## src/rtl/mbf_pkg.sv

```systemverilog
`timescale 1ns/1ps
package mbf_pkg;
  // Half-states of one bus cycle; "A" is the first crystal clock, "B" the second.
  typedef enum logic [2:0] {
    TS_T1A = 3'd0,
    TS_T1B = 3'd1,
    TS_T2A = 3'd2,
    TS_T2B = 3'd3,
    TS_T3A = 3'd4,
    TS_T3B = 3'd5
  } tstate_e;
endpackage

```

## src/rtl/mbf_tseq.sv

```systemverilog
`timescale 1ns/1ps
module mbf_tseq
  import mbf_pkg::*;
(
  input  logic    clk,
  input  logic    rst_n,
  input  logic    go,
  output tstate_e st,
  output logic    as_n,
  output logic    ds_n,
  output logic    addr_drive,
  output logic    port_strobe,
  output logic    at_t1a,
  output logic    at_last
);

  always_ff @(posedge clk) begin
    if (!rst_n) begin
      st <= TS_T1A;
    end else begin
      case (st)
        TS_T1A:  if (go) st <= TS_T1B;
        TS_T3B:  st <= TS_T1A;
        default: st <= tstate_e'(st + 3'd1);
      endcase
    end
  end

  always_comb begin
    as_n        = (st != TS_T1B);
    ds_n        = !(st inside {TS_T2B, TS_T3A, TS_T3B});
    addr_drive  = (st == TS_T1B);
    port_strobe = (st == TS_T2A);
    at_t1a      = (st == TS_T1A);
    at_last     = (st == TS_T3B);
  end

  AST_STATE_STEP: assert property (@(posedge clk) disable iff (!rst_n)
    (st != TS_T1A) |-> (st == tstate_e'($past(st) + 3'd1)));
  AST_T1_RETURN: assert property (@(posedge clk) disable iff (!rst_n)
    ($past(st) == TS_T3B) |-> (st == TS_T1A));

endmodule

```

## src/rtl/mbf_ctl.sv

```systemverilog
`timescale 1ns/1ps
module mbf_ctl #(
  parameter int ADDR_W = 16,
  parameter int LEN_W  = 2,
  parameter logic [ADDR_W-1:0] RESET_PC = '0
) (
  input  logic              clk,
  input  logic              rst_n,
  input  logic              at_t1a,
  input  logic              at_last,
  input  logic              flush_req,
  input  logic [ADDR_W-1:0] flush_pc,
  input  logic              dreq_valid,
  input  logic [ADDR_W-1:0] dreq_addr,
  input  logic              accept,
  input  logic              buf_valid,
  input  logic              buf_opc,
  input  logic [ADDR_W-1:0] buf_addr,
  input  logic [LEN_W-1:0]  op_len,
  output logic              go,
  output logic              dreq_ready,
  output logic              kill_buf,
  output logic [ADDR_W-1:0] cyc_addr,
  output logic              cyc_data,
  output logic              cyc_opc,
  output logic              drop
);

  localparam logic [LEN_W-1:0] OPS_MAX = LEN_W'((1 << LEN_W) - 2);

  logic [ADDR_W-1:0] pc, pc_eff;
  logic [LEN_W-1:0]  ops_left, ops_base, len_ops;
  logic              discard, dgrant, fgo, buf_free;

  always_comb begin
    len_ops    = (op_len == '0) ? '0 : op_len - LEN_W'(1);
    pc_eff     = flush_req ? flush_pc : pc;
    ops_base   = flush_req ? '0 : ((accept && buf_opc) ? len_ops : ops_left);
    dreq_ready = at_t1a;
    dgrant     = at_t1a && dreq_valid;
    buf_free   = !buf_valid || accept || flush_req;
    fgo        = at_t1a && !dreq_valid && buf_free;
    go         = dgrant || fgo;
    kill_buf   = dgrant && buf_valid && !accept && !flush_req;
    drop       = discard || flush_req;
  end

  always_ff @(posedge clk) begin
    if (!rst_n) begin
      pc       <= RESET_PC;
      ops_left <= '0;
      cyc_addr <= RESET_PC;
      cyc_data <= 1'b0;
      cyc_opc  <= 1'b1;
      discard  <= 1'b0;
    end else begin
      if (flush_req) begin
        pc       <= flush_pc;
        ops_left <= '0;
      end
      if (dgrant) begin
        cyc_addr <= dreq_addr;
        cyc_data <= 1'b1;
        pc       <= kill_buf ? buf_addr : pc_eff;
        ops_left <= (kill_buf && !buf_opc) ? ops_base + LEN_W'(1) : ops_base;
      end else if (fgo) begin
        cyc_addr <= pc_eff;
        cyc_data <= 1'b0;
        cyc_opc  <= (ops_base == '0);
        pc       <= pc_eff + ADDR_W'(1);
        ops_left <= (ops_base == '0) ? '0 : ops_base - LEN_W'(1);
      end
      if (at_last)
        discard <= 1'b0;
      else if (flush_req && !at_t1a)
        discard <= 1'b1;
    end
  end

  AST_OPS_RANGE: assert property (@(posedge clk) disable iff (!rst_n)
    ops_left <= OPS_MAX);
  AST_GRANT_FIRST: assert property (@(posedge clk) disable iff (!rst_n)
    (at_t1a && dreq_valid) |=> cyc_data);

endmodule

```

## src/rtl/mbf_obuf.sv

```systemverilog
`timescale 1ns/1ps
module mbf_obuf #(
  parameter int ADDR_W = 16,
  parameter int DATA_W = 8
) (
  input  logic              clk,
  input  logic              rst_n,
  input  logic              cap,
  input  logic [DATA_W-1:0] cap_data,
  input  logic              cap_is_data,
  input  logic              cap_drop,
  input  logic              cap_opc,
  input  logic [ADDR_W-1:0] cap_addr,
  input  logic              clr,
  input  logic              flush_req,
  input  logic              ib_ready,
  output logic              out_valid,
  output logic [DATA_W-1:0] out_data,
  output logic              out_opc,
  output logic [ADDR_W-1:0] out_addr,
  output logic              accept,
  output logic              dresp_valid,
  output logic [DATA_W-1:0] dresp_data
);

  assign accept = out_valid && ib_ready && !flush_req;

  always_ff @(posedge clk) begin
    if (!rst_n) begin
      out_valid   <= 1'b0;
      out_data    <= '0;
      out_opc     <= 1'b0;
      out_addr    <= '0;
      dresp_valid <= 1'b0;
      dresp_data  <= '0;
    end else begin
      if (cap && !cap_is_data && !cap_drop) begin
        out_valid <= 1'b1;
        out_data  <= cap_data;
        out_opc   <= cap_opc;
        out_addr  <= cap_addr;
      end else if (clr || accept) begin
        out_valid <= 1'b0;
      end
      dresp_valid <= cap && cap_is_data;
      if (cap && cap_is_data) dresp_data <= cap_data;
    end
  end

  AST_HOLD_BYTE: assert property (@(posedge clk) disable iff (!rst_n)
    $past(out_valid && !ib_ready && !clr) |->
      (out_valid && $stable(out_data) && $stable(out_opc)));
  AST_DRESP_PULSE: assert property (@(posedge clk) disable iff (!rst_n)
    dresp_valid |=> !dresp_valid);

endmodule

```

## src/rtl/mbus_fetch_unit.sv

```systemverilog
`timescale 1ns/1ps
module mbus_fetch_unit
  import mbf_pkg::*;
#(
  parameter int ADDR_W = 16,
  parameter int DATA_W = 8,
  parameter int LEN_W  = 2,
  parameter logic [ADDR_W-1:0] RESET_PC = '0
) (
  input  logic                     clk,
  input  logic                     rst_n,
  output logic [ADDR_W-DATA_W-1:0] adr_hi,
  output logic [DATA_W-1:0]        ad_out,
  output logic                     ad_oe,
  input  logic [DATA_W-1:0]        ad_in,
  output logic                     as_n,
  output logic                     ds_n,
  output logic                     rd_wr_n,
  output logic                     port_strobe,
  output logic                     ib_valid,
  input  logic                     ib_ready,
  output logic [DATA_W-1:0]        ib_data,
  output logic                     ib_opc,
  input  logic [LEN_W-1:0]         op_len,
  input  logic                     flush_req,
  input  logic [ADDR_W-1:0]        flush_pc,
  input  logic                     dreq_valid,
  output logic                     dreq_ready,
  input  logic [ADDR_W-1:0]        dreq_addr,
  output logic                     dresp_valid,
  output logic [DATA_W-1:0]        dresp_data
);

  localparam int HI_W = ADDR_W - DATA_W;

  tstate_e           st;
  logic              go, addr_drive, at_t1a, at_last;
  logic              kill_buf, cyc_data, cyc_opc, drop, accept;
  logic [ADDR_W-1:0] cyc_addr, buf_addr;

  mbf_tseq u_tseq (
    .clk(clk), .rst_n(rst_n), .go(go), .st(st),
    .as_n(as_n), .ds_n(ds_n), .addr_drive(addr_drive),
    .port_strobe(port_strobe), .at_t1a(at_t1a), .at_last(at_last)
  );

  mbf_ctl #(.ADDR_W(ADDR_W), .LEN_W(LEN_W), .RESET_PC(RESET_PC)) u_ctl (
    .clk(clk), .rst_n(rst_n), .at_t1a(at_t1a), .at_last(at_last),
    .flush_req(flush_req), .flush_pc(flush_pc),
    .dreq_valid(dreq_valid), .dreq_addr(dreq_addr),
    .accept(accept), .buf_valid(ib_valid), .buf_opc(ib_opc), .buf_addr(buf_addr),
    .op_len(op_len), .go(go), .dreq_ready(dreq_ready), .kill_buf(kill_buf),
    .cyc_addr(cyc_addr), .cyc_data(cyc_data), .cyc_opc(cyc_opc), .drop(drop)
  );

  mbf_obuf #(.ADDR_W(ADDR_W), .DATA_W(DATA_W)) u_obuf (
    .clk(clk), .rst_n(rst_n), .cap(at_last), .cap_data(ad_in),
    .cap_is_data(cyc_data), .cap_drop(drop), .cap_opc(cyc_opc), .cap_addr(cyc_addr),
    .clr(flush_req || kill_buf), .flush_req(flush_req), .ib_ready(ib_ready),
    .out_valid(ib_valid), .out_data(ib_data), .out_opc(ib_opc), .out_addr(buf_addr),
    .accept(accept), .dresp_valid(dresp_valid), .dresp_data(dresp_data)
  );

  assign adr_hi  = cyc_addr[ADDR_W-1 -: HI_W];
  assign ad_out  = addr_drive ? cyc_addr[DATA_W-1:0] : '0;
  assign ad_oe   = addr_drive;
  assign rd_wr_n = 1'b1;

  AST_HI_STABLE: assert property (@(posedge clk) disable iff (!rst_n)
    (st inside {TS_T2A, TS_T2B, TS_T3A, TS_T3B}) |-> $stable(adr_hi));
  AST_BUS_RELEASE: assert property (@(posedge clk) disable iff (!rst_n)
    $fell(ds_n) |-> !$past(ad_oe));
  AST_ADDR_WITH_AS: assert property (@(posedge clk) disable iff (!rst_n)
    !as_n |-> ad_oe);
  AST_PORT_IN_T2: assert property (@(posedge clk) disable iff (!rst_n)
    port_strobe |-> !$past(as_n));
  AST_NO_CYCLE_HELD: assert property (@(posedge clk) disable iff (!rst_n)
    (ib_valid && !ib_ready && !flush_req && !dreq_valid) |=> as_n);

endmodule

```

## config.mk

```make
export PLATFORM = sky130hd
export DESIGN_NAME = mbus_fetch_unit
export DESIGN_NICKNAME = d
export VERILOG_FILES = /design/src/rtl/mbf_pkg.sv /design/src/rtl/mbf_tseq.sv /design/src/rtl/mbf_ctl.sv /design/src/rtl/mbf_obuf.sv /design/src/rtl/mbus_fetch_unit.sv
export SDC_FILE = /design/constraint.sdc
export NUM_CORES = 1
export LEC_CHECK = 0
export ABC_AREA = 1
export BUFFER_PORTS_ARGS = -buffer_cell sky130_fd_sc_hd__buf_2
export CAP_MARGIN = 20
export CORE_MARGIN = 2
export CORE_UTILIZATION = 35
export DETAILED_ROUTE_END_ITERATION = 8
export MAX_ROUTING_LAYER = met4
export PLACE_DENSITY = 0.6
export SLEW_MARGIN = 20
export SYNTH_ARGS = -nofsm -noshare
export SYNTH_HDL_FRONTEND = slang
export SYNTH_SLANG_ARGS = --single-unit
```

## constraint.sdc

```tcl
create_clock -name clk -period 2.5 [get_ports clk]
set_clock_uncertainty 0.1 [all_clocks]
set_input_delay 0.25 -clock clk [delete_from_list [all_inputs] [get_ports clk]]
set_output_delay 0.25 -clock clk [all_outputs]
set_load 0.05 [all_outputs]
```

==> results of run 1 <==
## state kept, by name (all words and copies together), names as in the netlist
name and flops:
u_ctl.discard 1, u_ctl.cyc_addr 16, u_obuf.out_addr 16, u_obuf.out_opc 1
u_ctl.pc 16, u_ctl.cyc_opc 1, u_ctl.ops_left 2, u_obuf.dresp_data 8
u_obuf.dresp_valid 1, u_obuf.out_data 8, u_ctl.cyc_data 1, u_obuf.out_valid 1
u_tseq.st 3
## per-layer routing
metal | global-route usage [%] | up-vias | wire, um | share of wire, %
met5 | - | - | 0 | 0
met4 | 7.77 | 0 | 191 | 1.7
met3 | 3.41 | 18 | 631 | 5.6
met2 | 30.0 | 127 | 4930 | 44
met1 | 27.3 | 1808 | 5530 | 49
li1 | - | 1996 | - | -
## cell usage in the layout (no fill, tap or decap), types with 2 or more instances in the layout
cell / instances
sky130_fd_sc_hd__buf_4: 13
sky130_fd_sc_hd__nor3_1: 3
sky130_fd_sc_hd__buf_2: 86
sky130_fd_sc_hd__inv_1: 47
sky130_fd_sc_hd__nor2_4: 2
sky130_fd_sc_hd__or2_2: 2
sky130_fd_sc_hd__nor2_1: 65
sky130_fd_sc_hd__o21ai_2: 3
sky130_fd_sc_hd__o211ai_1: 6
sky130_fd_sc_hd__nand2_4: 2
sky130_fd_sc_hd__clkinv_1: 2
sky130_fd_sc_hd__clkinv_2: 3
sky130_fd_sc_hd__a31oi_1: 11
sky130_fd_sc_hd__a22oi_1: 2
sky130_fd_sc_hd__inv_2: 6
sky130_fd_sc_hd__clkbuf_16: 9
sky130_fd_sc_hd__nor2_2: 17
sky130_fd_sc_hd__nand2_1: 118
sky130_fd_sc_hd__clkbuf_1: 2
sky130_fd_sc_hd__dfxtp_1: 75
sky130_fd_sc_hd__ha_1: 8
sky130_fd_sc_hd__o21ai_1: 4
sky130_fd_sc_hd__nand4_1: 6
sky130_fd_sc_hd__a211oi_1: 6
sky130_fd_sc_hd__o21ai_0: 60
sky130_fd_sc_hd__a21oi_1: 41
sky130_fd_sc_hd__nand2_2: 9
sky130_fd_sc_hd__nand3_1: 27
## worst min-delay path, cell delays in order
cell	delay [ps]
sky130_fd_sc_hd__buf_2	80
sky130_fd_sc_hd__a211oi_1	60
sky130_fd_sc_hd__nor2_1	80
## through the flow
step	cell area (um2)	worst slack (ps)	util (%)	hold WS, ps
global placement	4460	487	40.8	348
detailed placement	4460	435	40.8	351
global route	4730	223	43.2	75.2
CTS	4730	379	43.2	55.1
floorplan	3970	85.8	-	285
finish	4730	391	43.2	65.1
## Yosys cell counts (8+ instances only)
cell type,number,share of area [%]
sky130_fd_sc_hd__a21oi_1,41,5.2
sky130_fd_sc_hd__a31oi_1,11,1.7
sky130_fd_sc_hd__buf_2,8,1.0
sky130_fd_sc_hd__buf_4,9,1.7
sky130_fd_sc_hd__clkbuf_1,14,1.3
sky130_fd_sc_hd__dfxtp_1,75,38
sky130_fd_sc_hd__ha_1,8,2.5
sky130_fd_sc_hd__inv_1,47,4.5
sky130_fd_sc_hd__nand2_1,118,11
sky130_fd_sc_hd__nand2_2,9,1.4
sky130_fd_sc_hd__nand3_1,27,3.4
sky130_fd_sc_hd__nor2_1,74,7.0
sky130_fd_sc_hd__nor2_2,8,1.3
sky130_fd_sc_hd__o21ai_0,60,7.6
## cells by family after synthesis
group / after synthesis / share of synthesized area (%)
compound gates: 138 / 19.6
buf+inv: 93 / 11.1
simple gates: 255 / 28.7
other cells: 1 / 0.0950
fa+ha+maj: 8 / 2.54
flops: 75 / 38.0
## how the worst min path moves through the flow
stage,from,end,slack (ps),cells past startpoint
floorplan,ad_in[5],u_obuf.out_data[5]$_SDFFE_PN0P_,280,2
global placement,u_obuf.dresp_data[4]$_SDFFE_PN0P_,u_obuf.dresp_data[4]$_SDFFE_PN0P_,350,2
detailed placement,u_obuf.dresp_data[7]$_SDFFE_PN0P_,u_obuf.dresp_data[7]$_SDFFE_PN0P_,350,2
CTS,dreq_addr[9],u_ctl.cyc_addr[9]$_SDFFE_PN0P_,60,3
global route,dreq_addr[9],u_ctl.cyc_addr[9]$_SDFFE_PN0P_,80,3
finish,dreq_addr[12],u_ctl.cyc_addr[12]$_SDFFE_PN0P_,70,3
## power groups by stage
stage               clock [mW]  sequential [mW]  combinational [mW]
finish                    1.20             1.44                1.47
global route              1.28             1.46                1.61
CTS                       1.23             1.44                1.46
detailed placement           0             1.47                1.46
global placement             0             1.46                1.44
floorplan                    0             1.45                1.16
## cell type report
type / count / area, um2
Inverter: 57 / 220
Multi-Input combinational cell: 402 / 2030
Timing Repair Buffer: 99 / 528
Fill cell: 1176 / 6210
Sequential cell: 75 / 1500
Clock inverter: 4 / 26.3
Clock buffer: 12 / 246
Tap cell: 140 / 175
==> results, run 1 <==
- Measured along the y axis, the die boundary spans 110 um.
- The length of the first detailed-routing pass in iterations is 5.
- The number of DRC violations after detailed-routing iteration 0 is 276.
- The worst path needs 2110 ps of the cycle, external delays included.
- In this run the power spent charging and discharging nets is 1.68 mW.
- The final cell count without fillers is 789.
- The number of buffers inserted for hold repair after clock tree synthesis is 0.
- The half-perimeter wire length of the detailed placement result is 8.35 mm.
- The maximum clock rate is approximately 0.47 GHz.
- The critical path is of the flip-flop to output pin type.
- Of the cells placed in the final design, the portion with a size suffix greater than 1 is between 20% and 30%.
- Setup repair after global routing left no endpoint under its margin.
- The number of antenna violations at the first check in global routing is 0.
- The final period utilization is between 80% and 90%.
- The setup TNS is 0 ps.
- The number of max-capacitance violations reported is 0.
- A synthesized cell averages 6.93 um2.
- The category of the worst setup path capture point is an output pin.
- In this run the remaining antenna-violating nets after routing total 0.
- The number of remaining DRC errors is 0.
- The placed cell count is 773.
- At the end of the flow, the number of nets in the layout was 699.
- The total internal power is 2.43 mW.
- The slowest stage cell on the critical path is sky130_fd_sc_hd__dfxtp_1.
- The combined buffer and inverter count along the critical path is 4.
- The via count is 3949.
- The count of buffers inserted at the top-level ports is 86.
- The worst register-to-register path begins at u_tseq.st[0]$_SDFFE_PN0P_.
- After global routing the overflow that remains totals 0.
- Yosys mapped a number of flops with a built-in enable equal to 0.
- Clock tree synthesis selected as its root buffer the cell sky130_fd_sc_hd__clkbuf_16.
- Headroom to the max-slew limit came out at 60.7%.
- Data arrives at the worst endpoint at between 1500 and 2000 ps.
- The share of synthesized area occupied by flip-flops and latches is between 30% and 40%.
- The element type at the critical path start is a flip-flop.
- The via count of the first global-routing pass came to around 3.9k.
- The flow ran to the end, and the final reports show no timing, DRC or antenna violations.
- The final antenna diode count is 0.
- The power after layout is between 4 and 5 mW.
- The die footprint is 12100 um2.
- The core box area is 10900 um2.
- On the worst path, the slowest cell contributes a delay of 330 ps.
- The die extent in x is around 110 um.
- The maximum resistive drop on vdd is 418 uV.
- The clock tree synthesis step divided the H-tree into 3 levels.
- The routed length per instance is 14.3 um.
- The global router's overall resource usage is 20.1%.
- Across all register-to-register paths, the minimum setup slack is 460 ps.
- The first global-routing pass estimated 18.5 mm of wire.
- The number of clock buffers inserted by TritonCTS is 9.
- The endpoint identified for the worst register-to-register timing path is u_ctl.pc[11]$_SDFF_PN0_.
- Once the floorplan was initialized, standard cells occupied 36.1% of the core.
- Summed over all cells, the static leakage comes to about 2.2 nW.
- The number of cells on the worst reg-to-reg path is 12.
- Combinational logic burns 35.7% of the power.
- The wire length after detailed routing is 11.3 mm.
- The proportion of power drawn by the clock network is 29.3%.
- The switching fraction of total power is roughly two fifths.
- In this run, flip-flops and latches consume a little over a third of the power.
- The clock tree from TritonCTS is built.
- The number of library cell types mapped by synthesis is 40.
- The final-report hold violation count came to 0.
- The number of rows in the core area is 38.
- The maximum fanout encountered on the critical timing path is 9.
- After synthesis the cells add up to 3950 um2.
- The buffer levels on the longest clock path is 2.
- Once the clock tree was built, the setup fixing pass inserted 0 buffers.
- The final count of pins violating max slew is 0.
- The cell family contributing the most delay on the critical path is buffers and inverters.
- The final count of negative-setup-slack endpoints is 0.
- The number of gates resized after CTS is 0.
- The area growth from synthesis to layout is 19.8%.
- Entering global routing, the biggest net connects 49 pins.
- The launch point of the critical path is u_tseq.st[1]$_SDFFE_PN0P_.
- The clock insertion delay at the later pin of the skew report is 330 ps.
- In the synthesized netlist the dominant register cell turns out to be sky130_fd_sc_hd__dfxtp_1.
- The signal on the critical path passes through inv_1, ha_1, inv_1, nor2_2, clkinv_2, nor2_2, buf_2.
- The depth of the critical timing path with buffers and inverters included is 7.
- The warning count from the yosys run is 0.
- Power spread over the standard cell area amounts to 869 nW/um2.
- After clock tree synthesis, the clock-pin slew on the worst setup and hold paths is approximately 60 ps.
- In this run, synthesis produced a sequential element count of 75.
- The number of cells produced by synthesis is 570.
- The critical path ends at ad_out[6].
- The type of the worst min-delay path is input port to flip-flop.
- STA puts the critical path data required time at 2150 ps.
- The clock sink count is 75.
- After detailed routing, the number of vias per cell comes to ~5.0.
- The final weighted congestion in routability-driven placement is a little over 0.8.
- The slew at the pin with the worst max-slew slack is 585 ps.
- The fraction of registers with async set or reset after synthesis is 0%.
- 88 I/O pins were placed.
- The number of nets in the synthesized netlist is 625.
No activity file was read; power rests on OpenSTA's default activity.
==> run 2, diff against run 1 <==
--- a/config.mk
+++ b/config.mk
@@ -12,7 +12,7 @@
 export CORE_UTILIZATION = 35
 export DETAILED_ROUTE_END_ITERATION = 8
 export MAX_ROUTING_LAYER = met4
-export PLACE_DENSITY = 0.6
+export PLACE_DENSITY = 0.62
 export SLEW_MARGIN = 20
 export SYNTH_ARGS = -nofsm -noshare
 export SYNTH_HDL_FRONTEND = slang
==> constraint.sdc (replaced) <==
create_clock -name clk -period 1.88 [get_ports clk]
set_clock_uncertainty 0.1 [all_clocks]
set_input_delay 0.188 -clock clk [delete_from_list [all_inputs] [get_ports clk]]
set_output_delay 0.188 -clock clk [all_outputs]
set_load 0.05 [all_outputs]
==> run 2 against run 1 <==
Compared with the run above:
- wire length up 2.3%
- flip-flop and latch count unchanged
- register-to-register slack worse by 390 ps
- final cell count up 3.8%
- worst hold slack worse by 60 ps
- power up 46%
==> results, run 2 (synthesis results as in run 1) <==
- The most frequent standard cell in the layout excluding fill and tap cells is sky130_fd_sc_hd__nand2_1.
- The share of post-route cells with drive strength above 1 is 29.5% (+4.6 points).
- The combined buffer and inverter count along the critical path is 4 (unchanged).
- The most numerous cell type found on the critical path is sky130_fd_sc_hd__nor2_4.
- The proportion of power drawn by the clock network was 27.6% (-1.7 points).
- The total internal power is 3.53 mW (+45%).
- The total global routing overflow is 0 (unchanged).
- The final cell count without fillers is 819 (+3.8%).
- The routed length per instance is 14.1 um (-1.5%).
- The largest individual stage delay along the critical path comes from the cell sky130_fd_sc_hd__dfxtp_2.
- The number of antenna violations at the first check in global routing is 0 (unchanged).
- The number of cells traversed by the worst register-to-register path was 11 (-1).
- Setup repair after global routing could not meet its margin everywhere.
- The element type at the critical path start is a flip-flop.
- The die extent in x is 110 um (unchanged).
- The die footprint was 12100 um2 (unchanged).
- The setup TNS is 0 ps (unchanged).
- The vertical die dimension is 110 um (unchanged).
- The number of filler instances in the final layout is 1091 (-7.2%).
- The clock edge transition at the registers on the reported setup and hold paths came to 60 ps (about the same).
- The core box area is 10900 um2 (unchanged).
- The critical path is of the flip-flop to output pin type.
- The half-perimeter wire length of the detailed placement result is 8.32 mm (-0.36%).
- The placed cell count is 789 (+2.1%).
- The final critical path takes up 97.7% of the cycle.
- The final antenna diode count is 0 (unchanged).
- The area taken by flip-flops and latches is 1510 um2 (+0.33%).
- The hold path startpoint is ad_in[7].
- The global router's overall resource usage came to 20.0% (-0.099 points).
- In this run the worst hold path is classified as input port to flip-flop.
- The number of nets in the layout is 729 (+4.3%).
- The number of DRC violations after detailed-routing iteration 0 is 247 (-11%).
- In the final layout, the registers with the most flip-flops are u_ctl.cyc_addr (16), u_ctl.pc (16), u_obuf.out_addr (16).
- TritonCTS built the clock tree.
- The final weighted congestion in routability-driven placement is 0.947 (+18%).
- The count of buffers inserted at the top-level ports is 86 (unchanged).
- The number of rows in the core area is 38 (unchanged).
- The endpoint arrival time on the critical path came to 1550 ps (-210 ps).
- Subtracting the final worst setup slack from the clock period gives about 1800 ps.
- The routed via count divided by cell count is 4.93 (-1.5%).
- The number of I/O pins is 88 (unchanged).
- The slew at the pin with the worst max-slew slack is 585 ps (+0.212 ps).
- The portion of total power attributed to combinational logic is 40.6% (+4.9 points).
- Clock tree synthesis selected as its root buffer the cell sky130_fd_sc_hd__clkbuf_16.
- Traced cell by cell, the critical path runs through buf_6, ha_4, inv_2, nor2_4, clkinv_4, nor2_4, buf_8.
- The clock insertion delay at the later pin of the skew report was 340 ps (about the same).
- The largest stage delay on the critical path was 330 ps (about the same).
- The depth of the worst hold-timing path came to 3 (unchanged).
- In the layout the commonest cells are sky130_fd_sc_hd__nand2_1 (117), sky130_fd_sc_hd__buf_2 (77), sky130_fd_sc_hd__dfxtp_1 (71), sky130_fd_sc_hd__nor2_1 (63), sky130_fd_sc_hd__o21ai_0 (60).
- The switching fraction of total power is 41.3% (+0.50 points).
- The number of clock buffers inserted by TritonCTS came to 9 (unchanged).
- The maximum number of pins on one net before global-route repair is 41 (-16%).
- The number of routed nets with antenna violations is 0 (unchanged).
- The wire length after detailed routing is 11.5 mm (+2.3%).
- The power after layout came to 6.02 mW (+46%).
- The wire length of the first global-routing pass is 18.4 mm (-0.26%).
- The reg-to-reg critical path startpoint is u_tseq.st[0]$_SDFFE_PN0P_.
- The maximum resistive drop on vdd is 671 uV (+61%).
- The clock sink count is 75 (unchanged).
- The endpoint of the worst hold path is u_obuf.out_data[7]$_SDFFE_PN0P_.
- The final count of pins violating max slew came to 0 (unchanged).
- The final-report hold violation count is 0 (unchanged).
- The buffer levels on the longest clock path is 2 (unchanged).
- The remaining max-slew budget at the tightest pin is 60.6% (-0.13 points).
- STA classifies the critical path endpoint as an output pin.
- The maximum fanout encountered on the critical timing path was 5 (-4).
- The initial core utilization is 36.1% (unchanged).
- The signed area change from the synthesized netlist to the final layout is 32.6%.
- The number of max-capacitance violations reported is 0 (unchanged).
- The required time of the worst setup path was 1590 ps (-560 ps).
- The via count is 4036 (+2.2%).
- The run finished with clean final reports.
- The register-to-register path setup slack was 70 ps (-390 ps).
- The area of combinational cells with multiple inputs is 2160 um2 (+6.3%).
- The cell family contributing the most delay on the critical path is buffers and inverters.
- The maximum clock rate is approximately 0.54 GHz.
- The H-tree level count came to 3 (unchanged).
- The reported net switching power is 2.49 mW (+48%).
- The number of remaining DRC errors was 0 (unchanged).
- The length of the first detailed-routing pass in iterations is 5 (unchanged).
- The total power per unit cell area was 1150 nW/um2 (+32%).
- The via count of the first global-routing pass came to 3908 (+1.5%).
- The final count of negative-setup-slack endpoints is 0 (unchanged).
- The terminus of the critical flop-to-flop path is u_ctl.pc[3]$_SDFF_PN0_.
- The part of the power in registers is 31.8% (-3.2 points).
- The leakage power is 2.41 nW (+8.3%).
==> run 2: cell count changes in the layout (fill, tap and decap cells not counted), sizes merged <==
cell / previous run / this run
buf: 99 / 122
clkbuf: 12 / 9
inv: 54 / 57
dlygate4sd3: 0 / 6
clkinvlp: 1 / 2
==> run 2: power by group through the flow <==
| stage | combinational (mW) | sequential, mW | clock [mW] |
|---|---|---|---|
| 2_1_floorplan | 1.63 | 1.92 | 0 |
| 3_3_place_gp | 2.13 | 1.93 | 0 |
| 3_5_place_dp | 2.16 | 1.94 | 0 |
| 4_1_cts | 2.29 | 1.91 | 1.68 |
| 5_1_grt | 2.65 | 1.94 | 1.75 |
| 6_report | 2.44 | 1.92 | 1.66 |
==> run 2: tightest hold or removal path: stages <==
cell	delay, ps
sky130_fd_sc_hd__buf_2	90
sky130_fd_sc_hd__nor2_1	40
sky130_fd_sc_hd__nor2_1	80
==> run 2: worst max-delay path by stage <==
stage	startpoint	to	slack [ps]	depth (start not counted)
2_1_floorplan	u_tseq.st[1]$_SDFFE_PN0P_	ad_out[0]	-10	6
3_3_place_gp	flush_req	u_ctl.pc[14]$_SDFF_PN0_	50	12
3_5_place_dp	u_tseq.st[0]$_SDFFE_PN0P_	u_ctl.pc[13]$_SDFF_PN0_	10	11
4_1_cts	u_tseq.st[1]$_SDFFE_PN0P_	u_ctl.pc[13]$_SDFF_PN0_	-30	11
5_1_grt	u_tseq.st[0]$_SDFFE_PN0P_	u_ctl.pc[3]$_SDFF_PN0_	-40	11
6_report	u_tseq.st[0]$_SDFFE_PN0P_	ad_out[7]	40	7
==> run 2: repair_timing <==
item	in CTS	in global routing
pin swaps	3	7
setup endpoints to repair	10	43
buffers inserted	2	5
cloned	1	0
endpoints found under the hold margin	6	0
gates resized for setup	22	21
hold buffers	6	0
==> run 2: routing by layer <==
layer,up-vias,part of all wire [%],track usage [%]
met5,-,0,-
met4,0,1.1,5.00
met3,17,6.1,3.59
met2,135,45,31.2
met1,1816,47,27.0
li1,2068,-,-
==> run 2: final cells by class <==
| class | count | share of cell area [%] |
|---|---|---|
| clock buffer | 9 | 4.30 |
| clock inverter | 7 | 1.12 |
| inverter | 57 | 4.42 |
| multi-input combinational | 402 | 41.2 |
| sequential | 75 | 28.8 |
| tap | 140 | 3.35 |
| timing repair buffer | 128 | 16.6 |
| timing repair inverter | 1 | 0.167 |
==> run 2: through the flow <==
step           util, %  cell area [um2]  worst slack (ps)  hold WS, ps
2_1_floorplan        -             4030             -11.9          223
3_3_place_gp      42.8             4680              53.2          325
3_5_place_dp      42.8             4680              9.91          332
4_1_cts           46.8             5120             -29.1         2.68
5_1_grt           47.9             5240             -35.5         16.7
6_report          47.9             5240              43.5         5.50
